File: config.mk
export PLATFORM = sky130hd
export DESIGN_NAME = irq_hub
export DESIGN_NICKNAME = d
export VERILOG_FILES = /design/src/rtl/irq_hub_pkg.sv /design/src/rtl/irq_hub_sync.sv /design/src/rtl/irq_hub_status.sv /design/src/rtl/irq_hub_req.sv /design/src/rtl/irq_hub.sv
export SDC_FILE = /design/constraint.sdc
export NUM_CORES = 1
export LEC_CHECK = 0
export ABC_AREA = 1
export CAP_MARGIN = 5
export CORE_MARGIN = 4
export CORE_UTILIZATION = 30
export DETAILED_ROUTE_END_ITERATION = 7
export GPL_ROUTABILITY_DRIVEN = 0
export PLACE_DENSITY_LB_ADDON = 0.15
export SKIP_LAST_GASP = 1
export SLEW_MARGIN = 30
export SYNTH_ARGS = -nofsm -noshare
export SYNTH_HDL_FRONTEND = slang
export SYNTH_SLANG_ARGS = --single-unit
File: constraint.sdc
create_clock -name clk -period 1.3 [get_ports clk]
set_input_delay 0.195 -clock clk [delete_from_list [all_inputs] [get_ports clk]]
set_output_delay 0.195 -clock clk [all_outputs]
set_load 0.01 [all_outputs]
File: src/rtl/irq_hub_pkg.sv
// Shared definitions for the interrupt collector.
// Assumes: included first in compile order.
package irq_hub_pkg;
    // Selects how pending bits are set and cleared.
    typedef enum logic [1:0] {
        STAT_LEVEL     = 2'd0,
        STAT_EDGE      = 2'd1,
        STAT_LATCH_W0C = 2'd2
    } stat_mode_e;
endpackage

File: src/rtl/irq_hub_sync.sv
// Multi-stage synchroniser for a vector of asynchronous lines.
// Assumes: each line is independent; no bus coherency is needed.
module irq_hub_sync #(
    parameter int WIDTH  = 32,
    parameter int STAGES = 2
) (
    input  logic             clk,
    input  logic             rst_n,
    input  logic [WIDTH-1:0] async_in,
    output logic [WIDTH-1:0] sync_out
);
    localparam int LAST = STAGES - 1;

    logic [WIDTH-1:0] chain [STAGES];

    // Shift the inputs through the flop chain.
    always_ff @(posedge clk) begin
        if (!rst_n) begin
            for (int i = 0; i < STAGES; i++) chain[i] <= '0;
        end else begin
            chain[0] <= async_in;
            for (int i = 1; i < STAGES; i++) chain[i] <= chain[i-1];
        end
    end

    assign sync_out = chain[LAST];
endmodule

File: src/rtl/irq_hub_status.sv
// Pending register with build-time selectable set/clear behaviour.
// Assumes: line_in is already synchronised; clr_en marks a status write.
module irq_hub_status #(
    parameter int                     WIDTH = 32,
    parameter irq_hub_pkg::stat_mode_e MODE  = irq_hub_pkg::STAT_EDGE
) (
    input  logic             clk,
    input  logic             rst_n,
    input  logic [WIDTH-1:0] line_in,
    input  logic             clr_en,
    input  logic [WIDTH-1:0] wr_bits,
    output logic [WIDTH-1:0] status
);
    generate
        if (MODE == irq_hub_pkg::STAT_EDGE) begin : g_edge
            logic [WIDTH-1:0] prev_q;
            logic [WIDTH-1:0] rise;
            logic [WIDTH-1:0] status_q;

            assign rise = line_in & ~prev_q;

            // Remember the last synchronised sample for edge detection.
            always_ff @(posedge clk) begin
                if (!rst_n) prev_q <= '0;
                else        prev_q <= line_in;
            end

            // Clear written ones, then let new edges set (event wins).
            always_ff @(posedge clk) begin
                if (!rst_n) status_q <= '0;
                else        status_q <= (status_q & ~(clr_en ? wr_bits : '0)) | rise;
            end

            assign status = status_q;

            assert_edge_sets_R4: assert property (@(posedge clk) disable iff (!rst_n)
                (|rise) |=> ((status_q & $past(rise)) == $past(rise)));
            assert_w1c_clears_R5: assert property (@(posedge clk) disable iff (!rst_n)
                (clr_en && ((wr_bits & ~rise) != '0)) |=> ((status_q & $past(wr_bits & ~rise)) == '0));
        end else if (MODE == irq_hub_pkg::STAT_LATCH_W0C) begin : g_latch
            logic [WIDTH-1:0] status_q;

            // Clear bits written as zero, then re-latch any high input.
            always_ff @(posedge clk) begin
                if (!rst_n) status_q <= '0;
                else        status_q <= (clr_en ? (status_q & wr_bits) : status_q) | line_in;
            end

            assign status = status_q;

            assert_latch_holds_R7: assert property (@(posedge clk) disable iff (!rst_n)
                !clr_en |=> ((status_q & $past(status_q)) == $past(status_q)));
            assert_input_wins_R8: assert property (@(posedge clk) disable iff (!rst_n)
                (|line_in) |=> ((status_q & $past(line_in)) == $past(line_in)));
        end else begin : g_level
            logic unused_wr;
            assign unused_wr = ^{clr_en, wr_bits, clk, rst_n};
            assign status    = line_in;
        end
    endgenerate
endmodule

File: src/rtl/irq_hub_req.sv
// Registered OR-reduction of enabled pending bits into one request.
// Assumes: a one-cycle delay of the request is acceptable to the core.
module irq_hub_req #(
    parameter int WIDTH = 32
) (
    input  logic             clk,
    input  logic             rst_n,
    input  logic [WIDTH-1:0] pend_i,
    input  logic [WIDTH-1:0] en_i,
    output logic             req_o
);
    // Register the request so the core sees a glitch-free level.
    always_ff @(posedge clk) begin
        if (!rst_n) req_o <= 1'b0;
        else        req_o <= |(pend_i & en_i);
    end

    assert_req_idle_R3: assert property (@(posedge clk) disable iff (!rst_n)
        ((pend_i & en_i) == '0) |=> !req_o);
endmodule

File: src/rtl/irq_hub.sv
// Interrupt collector top: synchroniser, mask register, pending register
// and request generation behind a two-register read/write port.
// Assumes: reg_sel/reg_we/reg_wdata are synchronous to clk.
module irq_hub #(
    parameter int                     N_LINES = 32,
    parameter int                     SYNC_FF = 2,
    parameter irq_hub_pkg::stat_mode_e MODE    = irq_hub_pkg::STAT_EDGE
) (
    input  logic               clk,
    input  logic               rst_n,
    input  logic [N_LINES-1:0] irq_in,
    input  logic               reg_sel,
    input  logic               reg_we,
    input  logic [N_LINES-1:0] reg_wdata,
    output logic [N_LINES-1:0] reg_rdata,
    output logic               irq_req
);
    localparam logic SEL_MASK = 1'b0;
    localparam logic SEL_STAT = 1'b1;

    logic [N_LINES-1:0] line_sync;
    logic [N_LINES-1:0] mask_q;
    logic [N_LINES-1:0] stat;
    logic               stat_wr;

    irq_hub_sync #(.WIDTH(N_LINES), .STAGES(SYNC_FF)) u_sync (
        .clk      (clk),
        .rst_n    (rst_n),
        .async_in (irq_in),
        .sync_out (line_sync)
    );

    assign stat_wr = reg_we && (reg_sel == SEL_STAT);

    irq_hub_status #(.WIDTH(N_LINES), .MODE(MODE)) u_status (
        .clk     (clk),
        .rst_n   (rst_n),
        .line_in (line_sync),
        .clr_en  (stat_wr),
        .wr_bits (reg_wdata),
        .status  (stat)
    );

    // Plain read/write enable register; all lines disabled at reset.
    always_ff @(posedge clk) begin
        if (!rst_n)                                mask_q <= '0;
        else if (reg_we && (reg_sel == SEL_MASK))  mask_q <= reg_wdata;
    end

    // Return the selected register.
    always_comb begin
        reg_rdata = (reg_sel == SEL_STAT) ? stat : mask_q;
    end

    irq_hub_req #(.WIDTH(N_LINES)) u_req (
        .clk    (clk),
        .rst_n  (rst_n),
        .pend_i (stat),
        .en_i   (mask_q),
        .req_o  (irq_req)
    );

    assert_mask_write_R2: assert property (@(posedge clk) disable iff (!rst_n)
        (reg_we && reg_sel == SEL_MASK) |=> (mask_q == $past(reg_wdata)));
    assert_masked_quiet_R9: assert property (@(posedge clk) disable iff (!rst_n)
        (mask_q == '0) |=> !irq_req);
endmodule

Word level (Yosys, flattened, before mapping):

Memory sizes are Yosys's and may differ from the RTL's.
Cells that the tools add are included.

* bitwise logic cells: 9
* reduce and logical (&&, ||, !) cells: 3
* mux-type cells: 6

Operator list (count)
* 2-to-1 mux 32 bit: 4
* bitwise AND 32 bit: 3
* NOT 32 bit: 2
* OR 32 bit: 1
* OR reduction 32 bit: 1
* logical AND 1 bit: 2
* 2-to-1 mux 1 bit: 2
* OR 1 bit: 2
* NOT 1 bit: 1

* register bits after elaboration: 97
* logic and storage cells: 23
* bits of input ports: 68
* RAM bits: 64
* memories kept: 1

Memory list
* u_sync.chain: words 2, bits a word 32, read ports 2, clocked after Yosys merged registers in 0, wr ports 2, RTL line irq_hub_sync.sv:14 `logic [WIDTH-1:0] chain [STAGES];`

Longest topological paths before layout:

* depth after elaboration: 5
* mapped depth: 6
* mapped depth without buffers: 6

By module:

A second synthesis with hierarchy kept.

* cell total of the unflattened synthesis: 975
* area total of the unflattened synthesis: 6677.7 µm²

Modules (own cells, without submodules)
* irq_hub_status: cells an instance 366, area each 2513.7 µm², times used 1
* irq_hub_sync: cells an instance 231, area each 2080.7 µm², times used 1
* irq_hub: cells an instance 313, area each 1821.7 µm², times used 1
* irq_hub_req: cells an instance 65, area each 261.5 µm², times used 1

Least setup slack after synthesis:

Ideal clock, no wire load.

* path kind: input -> output
* start: in reg_sel
* end: out reg_rdata[10]
* arrival time: 0.775 ns
* setup slack: 0.330 ns
* required time: 1.105 ns
* path buffers: 2
* stages: 4
* cell sequence: buf_4 > clkbuf_1 > nand2_1 > nand2_1

* cells in the longest elaborated chain, start to end: 1

RTL lines
* start: declaration: RTL line irq_hub.sv:12 `input logic reg_sel,`
* 2-to-1 mux 32 bit: RTL line irq_hub.sv:52 `reg_rdata = (reg_sel == SEL_STAT) ? stat : mask_q;`
* end: declaration: RTL line irq_hub.sv:15 `output logic [N_LINES-1:0] reg_rdata,`

No other way between the ends.

Final worst setup path:

* start: reg mask_q[1]
* end: out reg_rdata[1]

* cells in the longest elaborated chain, start to end: 1

RTL lines
* start: declaration: RTL line irq_hub.sv:22 `logic [N_LINES-1:0] mask_q;`
* start signal: assignment: RTL line irq_hub.sv:47 `else if (reg_we && (reg_sel == SEL_MASK)) mask_q <= reg_wdata;`
* 2-to-1 mux 32 bit: RTL line irq_hub.sv:52

No other way between the ends.

==> metrics.txt <==
# TYPE chip_impl_metric gauge
chip_impl_metric{name="register_bit_total_from_synthesis",unit=""} 161
chip_impl_metric{name="final_design_area_no_fill",unit="sq um"} 7520
chip_impl_metric{name="antenna_cells",unit=""} 0
chip_impl_metric{name="power_frac_comb",unit="%"} 8.5
chip_impl_metric{name="critPathRequiredTime",unit="ps"} 1110
chip_impl_metric{name="layout_worst_path_cycle_share",unit="%"} 100
chip_impl_metric{name="vias",unit=""} 4390
chip_impl_metric{name="clkSlewWorstSetupHoldPaths",unit="ps"} 60
chip_impl_metric{name="grt_start_max_net_pins",unit=""} 60
chip_impl_info{name="violations",value="setup timing"} 1
chip_impl_metric{name="critical_path_arrival",unit="ps"} 1110
chip_impl_metric{name="placementRows",unit=""} 49
chip_impl_metric{name="hold_critical_path_depth",unit=""} 3
chip_impl_metric{name="power.leakage",unit="uW"} 0.00399
chip_impl_metric{name="global_route.overflow_total",unit=""} 0
chip_impl_info{name="holdCritStartpoint",value="rst_n"} 1
chip_impl_metric{name="slew-limit-headroom",unit="%"} 77.8
chip_impl_metric{name="global_route_usage_over_all_layers",unit="%"} 13.0
chip_impl_metric{name="detailedPlace.worstSlack",unit="ps"} -207
chip_impl_info{name="start_kind",value="register"} 1
chip_impl_metric{name="finish.net_count",unit=""} 907
chip_impl_metric{name="fin_setup_tns",unit="ps"} -1.11
chip_impl_metric{name="post_drt_via_cell_ratio",unit=""} 4.06
chip_impl_metric{name="cts_hold_buf",unit=""} 0
chip_impl_metric{name="report.final.setup_viol",unit=""} 1
chip_impl_metric{name="cts-htree-levels",unit=""} 4
chip_impl_metric{name="power.density",unit="nW/um^2"} 1510
chip_impl_info{name="tritoncts",value="yes"} 1
chip_impl_metric{name="top_achievable_clock_speed",unit="MHz"} 769
chip_impl_metric{name="cts_made_buffers",unit=""} 17
chip_impl_metric{name="fp.dieW",unit="microns"} 144
chip_impl_metric{name="finalWorstSetupSlack",unit="ps"} -1.11
chip_impl_metric{name="worst_path_largest_cell_delay",unit="ps"} 360
chip_impl_metric{name="syn-cell-area",unit="sq um"} 5560
chip_impl_metric{name="r2r_slack",unit="ps"} 180
chip_impl_metric{name="postSynthAreaPerCell",unit="sq um"} 7.69
chip_impl_metric{name="post-synth-top-area-fraction",unit="%"} 57.9
chip_impl_info{name="outcome",value="complete, but fails checks"} 1
chip_impl_metric{name="clk-insertion-delay-late",unit="ps"} 420
chip_impl_metric{name="power_frac_clock",unit="%"} 44.6
chip_impl_info{name="holdPathEnd",value="u_status.g_edge.prev_q[3]"} 1
chip_impl_info{name="timing.critical_path.cells",value="nand2_1 > nand2_1 > clkbuf_2"} 1
chip_impl_info{name="worstHoldPathType",value="input port to register"} 1
chip_impl_metric{name="drive_gt1_share",unit="%"} 18.7
chip_impl_metric{name="drv_slew",unit=""} 0
chip_impl_info{name="crit_type",value="register to primary output"} 1
chip_impl_info{name="crit_slowest_cell",value="sky130_fd_sc_hd__dfxtp_1"} 1
chip_impl_metric{name="timing.hold.ws",unit="ps"} 71.7
chip_impl_metric{name="first_pass_grt_wire_length",unit="microns"} 21100
chip_impl_metric{name="fin_util",unit="%"} 41.6
chip_impl_metric{name="area.growth.synth_to_final",unit="%"} 35.2
chip_impl_metric{name="count_of_input_and_output_buffers",unit=""} 100
chip_impl_info{name="cp-end-kind",value="primary output"} 1
chip_impl_metric{name="irDropWorstVdd",unit="uV"} 875
chip_impl_info{name="cts_root_buf",value="sky130_fd_sc_hd__clkbuf_16"} 1
chip_impl_info{name="synth_largest_area_cell",value="sky130_fd_sc_hd__dfxtp_1"} 1
chip_impl_metric{name="postRouteWirelength",unit="microns"} 12900
chip_impl_metric{name="grt_antenna_before_repair",unit=""} 0
chip_impl_metric{name="floorplan.initialDensity",unit="%"} 30.8
chip_impl_metric{name="syn-instance-count",unit=""} 724
chip_impl_metric{name="detail-route-antenna-nets",unit=""} 0
chip_impl_metric{name="ioPinCount",unit=""} 101
chip_impl_info{name="critical_path.most_common_cell",value="sky130_fd_sc_hd__nand2_1"} 1
chip_impl_metric{name="final.min_clock_period",unit="ps"} 1300
chip_impl_metric{name="worst-path-max-fanout",unit=""} 3
chip_impl_metric{name="first_iter_violations",unit=""} 264
chip_impl_metric{name="synth.yosys.seq_area_share",unit="%"} 57.9
chip_impl_metric{name="wire_per_inst",unit="microns"} 11.9
chip_impl_metric{name="floorplan.die_area",unit="sq um"} 20800
chip_impl_metric{name="clock_sinks",unit=""} 161
chip_impl_metric{name="yosysUniqueCellTypes",unit=""} 15
chip_impl_metric{name="maxCapViolCount",unit=""} 0
chip_impl_metric{name="drt_drc_violations_left",unit=""} 0
chip_impl_metric{name="final_hold_viols",unit=""} 0
chip_impl_metric{name="worstMarginPinSlew",unit="ps"} 332
chip_impl_metric{name="dpl-instance-area",unit="sq um"} 6950
chip_impl_info{name="crit_reg_reg_endpoint",value="u_req.req_o"} 1
chip_impl_metric{name="p_int",unit="uW"} 8740
chip_impl_metric{name="clock_skew",unit="ps"} 8.14
chip_impl_metric{name="ys.warnings.count",unit=""} 0
chip_impl_metric{name="power.switching_fraction",unit="%"} 22.8
chip_impl_info{name="yosys-top-cells-area",value="sky130_fd_sc_hd__dfxtp_1 (58%), sky130_fd_sc_hd__nand2_1 (17%), sky130_fd_sc_hd__inv_1 (7.8%)"} 1
chip_impl_metric{name="detailedPlacementHpwl",unit="microns"} 8790
chip_impl_metric{name="die_height",unit="microns"} 144
chip_impl_info{name="regToRegStartpoint",value="u_status.status[25]"} 1
chip_impl_metric{name="power.switching",unit="uW"} 2580
chip_impl_metric{name="firstDrtPassIters",unit=""} 4
chip_impl_metric{name="clockBufferDepth",unit=""} 2
chip_impl_metric{name="number_of_global_route_vias_before_repair",unit=""} 4257
chip_impl_metric{name="syn-num-nets",unit=""} 792
chip_impl_info{name="rsz0062_at_grt",value="yes"} 1
chip_impl_metric{name="sequentialPowerShare",unit="%"} 46.9
chip_impl_metric{name="placeableCoreArea",unit="sq um"} 18100
chip_impl_metric{name="ff2ff_path_depth",unit=""} 7
[Yosys cell counts]
cell and count:
sky130_fd_sc_hd__inv_2 2, sky130_fd_sc_hd__dfxtp_1 161, sky130_fd_sc_hd__nand3_1 26, sky130_fd_sc_hd__inv_1 116, sky130_fd_sc_hd__a21oi_1 20, sky130_fd_sc_hd__clkbuf_1 9, sky130_fd_sc_hd__nand2_2 1, sky130_fd_sc_hd__buf_1 1
sky130_fd_sc_hd__nor2_1 36, sky130_fd_sc_hd__o21ai_0 45, sky130_fd_sc_hd__buf_2 20, sky130_fd_sc_hd__o22ai_1 19, sky130_fd_sc_hd__buf_4 4, sky130_fd_sc_hd__o21ai_1 19, sky130_fd_sc_hd__nand2_1 245
[final cells by class]
type	count	area, sq um
multi-input cells	411	1740
inverters	118	443
clock buffers	19	443
repair buffers	130	1160
well taps	229	287
flip-flops and latches	161	3300
clock inverters	12	158
fillers	1862	10600
[critical path: cells and delay by family (launching register included)]
kind | cells | cell delay (ps)
flops | 1 | 360
buf+inv | 1 | 150
simple gates | 2 | 170
[power by group through the flow]
stage / clock, uW / combinational [uW] / sequential, uW
after floorplan: 0 / 474 / 5380
after global placement: 0 / 1020 / 5400
after detailed placement: 0 / 1030 / 5400
after CTS: 5200 / 998 / 5310
after global routing: 5430 / 1090 / 5340
final: 5040 / 964 / 5310
[cells in the final DEF, fill, tap and decap left out, types with 3 or more instances in the layout]
master | Yosys | routed
sky130_fd_sc_hd__nand2_1 | 245 | 243
sky130_fd_sc_hd__bufinv_16 | 0 | 3
sky130_fd_sc_hd__o22ai_1 | 19 | 19
sky130_fd_sc_hd__nand2_2 | 1 | 3
sky130_fd_sc_hd__clkinvlp_4 | 0 | 3
sky130_fd_sc_hd__dfxtp_2 | 0 | 60
sky130_fd_sc_hd__buf_2 | 20 | 32
sky130_fd_sc_hd__clkbuf_16 | 0 | 17
sky130_fd_sc_hd__dfxtp_1 | 161 | 101
sky130_fd_sc_hd__o21ai_0 | 45 | 45
sky130_fd_sc_hd__nand3_1 | 26 | 26
sky130_fd_sc_hd__nor2_1 | 36 | 36
sky130_fd_sc_hd__inv_1 | 116 | 116
sky130_fd_sc_hd__buf_12 | 0 | 8
sky130_fd_sc_hd__buf_4 | 4 | 23
sky130_fd_sc_hd__o21ai_1 | 19 | 19
sky130_fd_sc_hd__a21oi_1 | 20 | 20
sky130_fd_sc_hd__clkdlybuf4s50_1 | 0 | 65
[timing repair]
action                                  CTS  global route
buffers inserted                          6             1
resized for setup                       171            19
endpoints found under the setup margin   33            17
[layer usage]
| layer | wire, microns | global-route usage (%) | share of wire (%) | vias to the layer above |
|---|---|---|---|---|
| li1 | - | - | - | 2426 |
| met1 | 6370 | 17.0 | 50 | 1871 |
| met2 | 5720 | 20.5 | 44 | 77 |
| met3 | 573 | 3.84 | 4.5 | 16 |
| met4 | 195 | 4.37 | 1.5 | 0 |
| met5 | 0 | 0 | 0 | - |
[flip-flops by register name, indices dropped and copies added (netlist names)]
signal,count
u_status.status,32
u_req.req_o,1
u_sync.chain,64
u_status.g_edge.prev_q,32
mask_q,32
[cell families (layout without fill, tap and decap cells)]
group                  count (synthesis)  count (layout)  synth area share, %
flip-flops                           161             161                 57.9
AO/OA/AOI/OAI                        103             103                 9.69
AND/OR/NAND/NOR                      308             308                 21.4
buffers and inverters                152             279                 11.0
[through the flow]
step	cells	total power (uW)
floorplan	724	5850
global placement	1042	6420
detailed placement	1042	6430
CTS	1079	11500
global route	1080	11900
finish	1080	11300
[worst max-delay path by stage]
stage,startpoint,endpoint,slack (ps),depth (start not counted)
floorplan,reg_sel,reg_rdata[10],330,4
global placement,reg_sel,reg_rdata[0],-210,6
detailed placement,reg_sel,reg_rdata[1],-210,6
CTS,mask_q[1],reg_rdata[1],-150,3
global route,mask_q[1],reg_rdata[1],-70,3
finish,mask_q[1],reg_rdata[1],-1,3
Note: power is estimated with default switching activity, not from simulation.
